--- src/rtl/bsc_pkg.sv ---
package bsc_pkg;

  typedef enum logic [1:0] {
    PM_AWAKE  = 2'd0,
    PM_ASLEEP = 2'd1,
    PM_WAKING = 2'd2,
    PM_STALE  = 2'd3
  } pm_state_t;

  // Hold flag update: follows the pin only while the serial clock is low.
  function automatic logic hold_next(input logic cur, input logic sck_lvl,
                                     input logic hold_pin_n);
    return sck_lvl ? cur : ~hold_pin_n;
  endfunction

  // Last cycle of the recovery window.
  function automatic logic wake_last(input logic [31:0] cnt,
                                     input int unsigned lim);
    return cnt == 32'(lim - 1);
  endfunction

endpackage

--- src/rtl/bsc_hold_gate.sv ---
module bsc_hold_gate (
  input  logic clk,
  input  logic rst_n,
  input  logic sck,
  input  logic hold_n,
  output logic held
);
  import bsc_pkg::*;

  always_ff @(posedge clk or negedge rst_n) begin
    if (!rst_n) held <= 1'b0;
    else        held <= hold_next(held, sck, hold_n);
  end


  hold_defer_chk: assert property (@(posedge clk) disable iff (!rst_n)
    (held != $past(held)) |-> !$past(sck));


  hold_follow_chk: assert property (@(posedge clk) disable iff (!rst_n)
    !sck |=> (held == !$past(hold_n)));

endmodule

--- src/rtl/bsc_sleep_fsm.sv ---
module bsc_sleep_fsm #(
  parameter int unsigned WAKE_CYCLES = 90000
) (
  input  logic clk,
  input  logic rst_n,
  input  logic cs_n,
  input  logic sleep_cmd,
  output logic active,
  output logic busy
);
  import bsc_pkg::*;

  localparam int unsigned CW = (WAKE_CYCLES < 2) ? 1 : $clog2(WAKE_CYCLES);

  pm_state_t state;
  logic      cs_q;
  logic      armed;
  logic [CW-1:0] cnt;

  wire cs_rise = cs_n & ~cs_q;
  wire cs_fall = ~cs_n & cs_q;
  wire win_end = wake_last(32'(cnt), WAKE_CYCLES);

  always_ff @(posedge clk or negedge rst_n) begin
    if (!rst_n) begin
      state <= PM_AWAKE;
      cs_q  <= 1'b1;
      armed <= 1'b0;
      cnt   <= '0;
    end else begin
      cs_q <= cs_n;
      case (state)
        PM_AWAKE: begin
          if (sleep_cmd && !cs_n) armed <= 1'b1;
          if (cs_rise) begin
            armed <= 1'b0;
            if (armed) state <= PM_ASLEEP;
          end
        end
        PM_ASLEEP: begin
          if (cs_fall) begin
            state <= PM_WAKING;
            cnt   <= '0;
          end
        end
        PM_WAKING: begin
          if (win_end) state <= cs_n ? PM_AWAKE : PM_STALE;
          else         cnt   <= cnt + 1'b1;
        end
        default: begin
          if (cs_n) state <= PM_AWAKE;
        end
      endcase
    end
  end

  assign active = (state == PM_AWAKE);
  assign busy   = (state == PM_WAKING);


  sleep_entry_chk: assert property (@(posedge clk) disable iff (!rst_n)
    (state == PM_ASLEEP && $past(state) != PM_ASLEEP) |-> ($past(cs_n) && !$past(cs_q)));


  wake_len_chk: assert property (@(posedge clk) disable iff (!rst_n)
    $fell(busy) |-> (32'($past(cnt)) == 32'(WAKE_CYCLES - 1)));


  stale_exit_chk: assert property (@(posedge clk) disable iff (!rst_n)
    ($past(state) == PM_STALE && state == PM_AWAKE) |-> $past(cs_n));

endmodule

--- src/rtl/bus_suspend_ctrl.sv ---
module bus_suspend_ctrl #(
  parameter int unsigned WAKE_CYCLES = 90000
) (
  input  logic clk,
  input  logic rst_n,
  input  logic cs_n,
  input  logic sck,
  input  logic hold_n,
  input  logic sleep_cmd,
  output logic run_en,
  output logic so_oe,
  output logic wake_busy
);

  logic held;
  logic active;

  bsc_hold_gate u_hold (
    .clk    (clk),
    .rst_n  (rst_n),
    .sck    (sck),
    .hold_n (hold_n),
    .held   (held)
  );

  bsc_sleep_fsm #(.WAKE_CYCLES(WAKE_CYCLES)) u_sleep (
    .clk       (clk),
    .rst_n     (rst_n),
    .cs_n      (cs_n),
    .sleep_cmd (sleep_cmd),
    .active    (active),
    .busy      (wake_busy)
  );

  assign run_en = active & ~held;
  assign so_oe  = run_en & ~cs_n;


  busy_quiet_chk: assert property (@(posedge clk) disable iff (!rst_n)
    wake_busy |-> (!run_en && !so_oe));


  oe_select_chk: assert property (@(posedge clk) disable iff (!rst_n)
    cs_n |-> !so_oe);

endmodule

--- config.mk ---
export PLATFORM = sky130hd
export DESIGN_NAME = bus_suspend_ctrl
export DESIGN_NICKNAME = d
export VERILOG_FILES = /design/src/rtl/bsc_pkg.sv /design/src/rtl/bsc_hold_gate.sv /design/src/rtl/bsc_sleep_fsm.sv /design/src/rtl/bus_suspend_ctrl.sv
export SDC_FILE = /design/constraint.sdc
export NUM_CORES = 1
export LEC_CHECK = 0
export ABC_AREA = 1
export ABC_CLOCK_PERIOD_IN_PS = 2100
export CAP_MARGIN = 20
export CORE_MARGIN = 8
export CORE_UTILIZATION = 40
export DETAILED_ROUTE_END_ITERATION = 8
export DONT_BUFFER_PORTS = 1
export MAX_ROUTING_LAYER = met4
export PLACE_DENSITY = 0.51
export SYNTH_ARGS = -nofsm -noshare
export SYNTH_HDL_FRONTEND = slang
export SYNTH_SLANG_ARGS = --single-unit
--- constraint.sdc ---
create_clock -name clk -period 2.1 [get_ports clk]
set_clock_uncertainty 0.15 [all_clocks]
set_input_delay 0.42 -clock clk [delete_from_list [all_inputs] [get_ports clk]]
set_output_delay 0.42 -clock clk [all_outputs]
set_load 0.05 [all_outputs]
==> run_results.csv, run 1 <==
group,metric,value,unit
outcome,outcome,"completed",
final_layout,areaGrowthSynthToFinish,11.0,%
synthesis,syn_area_per_cell,7.00,sq um
sta,setup_violations,0,
floorplan,placementRows,22,
detailed_routing,via_count,1305,
sta,worst_hold_slack,0.0931,ns
detailed_routing,routed_via_density,4.89,
hold_path,min_from,"sck",
placed_design,port_buffers,0,
synthesis,yosysTopAreaCellShare,0.356,
synthesis,ys_async_sr_fraction,1.00,
final_layout,finish.utilization,0.455,
synthesis,synth_nets,222,
worst_setup_path,start_kind,"register",
synthesis,synth_area_leader_cell,"dfrtp_1",
final_layout,diodes,0,
worst_setup_path,path_max_fanout,6,
worst_setup_path,r2r_cells,9,
worst_setup_path,path_buf_inv,3,
sta,fmax,0.503,GHz
detailed_routing,wirelength,3.31,mm
synthesis,syn_inst,211,
power_and_ir_drop,power.leakage,0.738,nW
placed_design,post-place-ws,0.170,ns
detailed_routing,drt_iter0_markers,72,
sta,tightest_slew,0.564,ns
synthesis,yosys-top-cells-area,"dfrtp_1 (36%), nand2_1 (18%), nand3_1 (8.5%), nor2_1 (6.4%), inv_1 (5.1%)",
hold_path,hold_depth,1,
clock_network,cts.sinks,22,
global_route,overflow,0,
floorplan,pin_count,9,
floorplan,core,3610,sq um
global_route,grt_max_degree,29,
sta,fin_setup_tns,0,ns
worst_setup_path,criticalPathCategory,"register to output pin",
worst_setup_path,slowest_delay,0.45,ns
detailed_routing,drtPass1Iterations,4,
sta,finalHoldViolations,0,
detailed_routing,drc_errors,0,
synthesis,synth.distinct_cells,25,
clock_network,cts_tree,"yes",
synthesis,synth_edf_count,0,
global_route,groute.usage.overall,0.122,
final_layout,final_common_cell,"nand2_1",
worst_setup_path,regToRegSetupSlack,0.16,ns
clock_network,cts_buffers,3,
clock_network,cts-root-buf,"clkbuf_8",
clock_network,worstSkewPairLatency,0.27,ns
synthesis,synth-seq-cells,22,
worst_setup_path,cp_common_cell,"inv_1",
hold_path,holdPathEnd,"u_hold.held$_DFFE_PN0N_",
global_route,grt_pass1_wl,5.80,mm
detailed_routing,wl_per_cell,12.4,um
worst_setup_path,crit_slowest_cell,"dfrtp_2",
power_and_ir_drop,power_density,858,nW/um^2
floorplan,start_util,0.409,
synthesis,seq_area_frac_synth,0.374,
floorplan,dieHeight,76.8,um
power_and_ir_drop,ir_drop,0.000444,V
worst_setup_path,reg2reg_from,"u_sleep.cnt[0]$_DFFE_PN0P_",
global_route,grt_pass1_vias,1318,
worst_setup_path,required,1.53,ns
sta,rsz0062_at_grt,"false",
sta,max_slew_margin,0.623,
run,timing.max_cap.violations,0,
sta,min_period,1.99,ns
placed_design,routabilityCongestion,0.862,
placed_design,dp_hpwl,2.51,mm
final_layout,layout_common_cells,"nand2_1 (70), nor2_1 (25), nand3_1 (25)",
global_route,antenna_found_initial,0,
worst_setup_path,cp.arrival,1.42,ns
clock_network,clk_path_buf_depth,2,
clock_network,clkTransAtPathRegs,0.08,ns
sta,final.setup.worst_slack,0.111,ns
sta,finalCritPeriodShare,0.947,
floorplan,die_area,5890,sq um
sta,finalMaxSlewViolations,0,
final_layout,nets,231,
worst_setup_path,cpLargestDelayFamily,"flip-flops",
worst_setup_path,crit_path_end_kind,"output pin",
synthesis,yosys_warnings,0,
detailed_routing,final_antenna_net_count,0,
worst_setup_path,cp_cell_sequence,"inv_1, ha_2, inv_1, nor3_2, buf_6",
clock_network,h-tree-depth,1,
synthesis,synth-main-ff-cell,"dfrtp_1",
hold_path,hp-class,"primary input to register",
floorplan,die_w,76.8,um
worst_setup_path,r2r-end,"u_sleep.cnt[4]$_DFFE_PN0P_",
synthesis,syn-cell-area,1480,sq um
final_layout,post_route_cells_drive_above_1_share,0.128,
repair_timing:
action	in CTS	in global routing
resized for setup	0	3
hold buffers	2	0
hold endpoints to repair	23	0
setup endpoints to repair	0	4
buffers inserted	0	0
registers in the layout (all words and copies together) (netlist names):
signal / count
u_sleep.armed: 1
u_sleep.state: 2
u_sleep.cnt: 17
u_sleep.cs_q: 1
u_hold.held: 1
routing by layer:
layer	vias up	wire length, um	GRT usage
met5	-	0	-
met4	0	68	0.0519
li1	688	-	-
met2	23	1680	0.210
met3	7	88	0.0186
met1	587	1470	0.137
worst reg2reg max path, delay by kind of cell, from the launching register on:
kind | cells | cell delay, ns
AO/OA/AOI/OAI | 1 | 0.09
adder cells (fa/ha/maj) | 1 | 0.28
flip-flops | 1 | 0.43
AND/OR/NAND/NOR | 7 | 0.91
cell families after synthesis:
group / share of synthesized area
XOR/XNOR: 0.0237
buffers and inverters: 0.0712
adder cells (fa/ha/maj): 0.0424
flip-flops: 0.374
AO/OA/AOI/OAI: 0.0797
AND/OR/NAND/NOR: 0.409
how the worst max path moves through the flow:
| stage | to | slack, ns | cells past startpoint | startpoint |
|---|---|---|---|---|
| 2_1_floorplan | run_en | 0.13 | 4 | u_sleep.state[0]$_DFFE_PN0P_ |
| 3_3_place_gp | u_sleep.cnt[4]$_DFFE_PN0P_ | 0.25 | 8 | u_sleep.cnt[0]$_DFFE_PN0P_ |
| 3_5_place_dp | u_sleep.cnt[4]$_DFFE_PN0P_ | 0.17 | 9 | u_sleep.cnt[0]$_DFFE_PN0P_ |
| 4_1_cts | so_oe | 0.08 | 5 | u_sleep.state[0]$_DFFE_PN0P_ |
| 5_1_grt | u_sleep.cnt[3]$_DFFE_PN0P_ | 0.004 | 9 | u_sleep.cnt[0]$_DFFE_PN0P_ |
| 6_report | so_oe | 0.11 | 5 | u_sleep.state[0]$_DFFE_PN0P_ |
cell usage after synthesis (2+ instances only):
cell,number
inv_1,20
ha_1,5
nor3_1,3
or2_2,3
nor2_2,2
o21ai_2,5
nand4_1,4
o21ai_0,11
dfrtp_1,21
nor2_1,25
nand3_1,25
xor2_1,4
nand2_2,2
nand2_1,70
final cells by class:
type,instances,area (sq um)
flip-flops and latches,22,553
repair buffers,7,68.8
well taps,48,60.1
inverters,20,75.1
multi-input cells,166,827
clock buffers,4,55.1
fillers,383,1970
power by group:
| part | total [mW] | switching, mW | internal [mW] |
|---|---|---|---|
| Combinational | 0.577 | 0.413 | 0.164 |
| Sequential | 0.520 | 0.0498 | 0.470 |
| Clock | 0.308 | 0.141 | 0.167 |
| Total | 1.41 | 0.604 | 0.802 |
metrics by stage:
step	std cells	power [mW]	instance area, sq um
4_1_cts	266	1.41	1620
3_5_place_dp	260	1.09	1540
3_3_place_gp	260	1.07	1540
5_1_grt	267	1.52	1640
6_report	267	1.41	1640
2_1_floorplan	211	1.02	1480
No activity file was read; power rests on OpenSTA's default activity.
==> run 2: changes to the inputs <==
CORE_MARGIN = 2   (was 8)
==> run_results.csv, run 2 (synthesized netlist as in run 1, its figures left out) <==
group,metric,value,unit
final_layout,areaGrowthSynthToFinish,11.4,%
worst_setup_path,cpLargestDelayFamily,"flip-flops",
clock_network,cts.sinks,22,
placed_design,routabilityCongestion,0.902,
detailed_routing,drc_errors,0,
clock_network,cts_buffers,3,
placed_design,dp.cells,260,
detailed_routing,wirelength,3.27,mm
clock_network,cts_setup_buffers,0,
clock_network,clkTransAtPathRegs,0.08,ns
clock_network,cts_tree,"yes",
global_route,antenna_found_initial,0,
final_layout,regMostFlops,"u_sleep.cnt",
clock_network,h-tree-depth,1,
global_route,groute.usage.overall,0.182,
placed_design,dp_hpwl,2.50,mm
placed_design,port_buffers,0,
detailed_routing,drt_iter0_markers,71,
final_layout,final_common_cell,"nand2_1",
worst_setup_path,required,1.53,ns
detailed_routing,wl_per_cell,12.3,um
clock_network,worstSkewPairLatency,0.27,ns
sta,min_period,1.97,ns
final_layout,multi_input_area,833,sq um
final_layout,largest_reg_flops,17,
worst_setup_path,cp.arrival,1.40,ns
worst_setup_path,cp_cell_sequence,"inv_1, ha_1, inv_2, nor3_2, buf_6",
worst_setup_path,crit_path_end_kind,"output pin",
floorplan,die_w,64.8,um
sta,finalCritPeriodShare,0.939,
clock_network,cts-root-buf,"clkbuf_8",
power_and_ir_drop,total_power,1.42,mW
sta,max_slew_margin,0.682,
global_route,grt_max_degree,29,
power_and_ir_drop,power_density,864,nW/um^2
sta,rsz0062_at_grt,"false",
sta,final.setup.worst_slack,0.128,ns
floorplan,placementRows,22,
sta,fin_setup_tns,0,ns
sta,fmax,0.507,GHz
final_layout,post_route_cells_drive_above_1_share,0.128,
sta,worst_hold_slack,0.104,ns
clock_network,clk_path_buf_depth,2,
worst_setup_path,criticalPathCategory,"register to output pin",
final_layout,layout_common_cells,"nand2_1 (70), nor2_1 (25), nand3_1 (25)",
sta,finalMaxSlewViolations,0,
final_layout,fill_cells,388,
placed_design,post-place-ws,0.171,ns
outcome,outcome,"completed",
final_layout,instances_no_fill,267,
power_and_ir_drop,ir_drop,0.000606,V
final_layout,top_regs,"u_sleep.cnt: 17 flops, u_sleep.state: 2 flops",
sta,finalHoldViolations,0,
worst_setup_path,crit_slowest_cell,"dfrtp_2",
worst_setup_path,slowest_delay,0.45,ns
hold_path,hp-class,"primary input to register",
floorplan,dieHeight,64.8,um
detailed_routing,routed_via_density,4.98,
sta,setup_violations,0,
detailed_routing,via_count,1330,
worst_setup_path,path_max_fanout,6,
final_layout,seq_area,553,sq um
detailed_routing,drtPass1Iterations,4,
power_and_ir_drop,power.leakage,0.740,nW
worst_setup_path,start_kind,"register",
worst_setup_path,path_buf_inv,3,
final_layout,nets,231,
global_route,overflow,0,
floorplan,core,3610,sq um
floorplan,pin_count,9,
sta,tightest_slew,0.476,ns
global_route,grt_pass1_wl,5.73,mm
floorplan,die_area,4190,sq um
run,timing.max_cap.violations,0,
detailed_routing,final_antenna_net_count,0,
final_layout,diodes,0,
floorplan,start_util,0.409,
global_route,grt_pass1_vias,1274,
## run 2: area by class of cell
| cell class | instances | share of cell area |
|---|---|---|
| multi-input combinational | 166 | 0.506 |
| sequential | 22 | 0.336 |
| inverter | 20 | 0.0456 |
| timing repair buffer | 7 | 0.0418 |
| tap | 48 | 0.0365 |
| clock buffer | 4 | 0.0335 |
## run 2: metrics by stage
stage | utilization | cell area, sq um
final | 0.456 | 1650
after global routing | 0.456 | 1650
after CTS | 0.448 | 1620
after detailed placement | 0.427 | 1540
after global placement | 0.427 | 1540
after floorplan | - | 1480
## run 2: routing by layer
| metal | wire length, um | vias to the layer above | track usage |
|---|---|---|---|
| li1 | - | 692 | - |
| met1 | 1420 | 612 | 0.216 |
| met5 | 0 | - | - |
| met2 | 1680 | 18 | 0.308 |
| met3 | 73 | 8 | 0.0243 |
| met4 | 95 | 0 | 0.0824 |
## run 2: timing repair
item	in CTS	in global routing
endpoints found under the hold margin	23	0
setup endpoints to repair	0	5
hold buffers	2	0
resized for setup	0	4
## run 2: path summary, 6_finish.rpt
| kind | startpoint | end | slack [ns] | depth (start not counted) |
|---|---|---|---|---|
| worst min register to register | u_sleep.cnt[16]$_DFFE_PN0P_ | u_sleep.cnt[16]$_DFFE_PN0P_ | 0.39 | 2 |
| max in group asynchronous | rst_n | u_sleep.state[0]$_DFFE_PN0P_ | 0.94 | 2 |
| worst max register to register | u_sleep.state[0]$_DFFE_PN0P_ | u_sleep.cnt[15]$_DFFE_PN0P_ | 0.18 | 8 |
| min in group asynchronous | rst_n | u_sleep.cnt[11]$_DFFE_PN0P_ | 0.39 | 1 |
| worst max-delay path | u_sleep.state[0]$_DFFE_PN0P_ | so_oe | 0.13 | 5 |
| worst min-delay path | sck | u_hold.held$_DFFE_PN0N_ | 0.10 | 1 |
## run 2: power by group
group	internal (mW)	switching [mW]
sequential	0.471	0.0511
combinational	0.175	0.417
clock	0.167	0.141
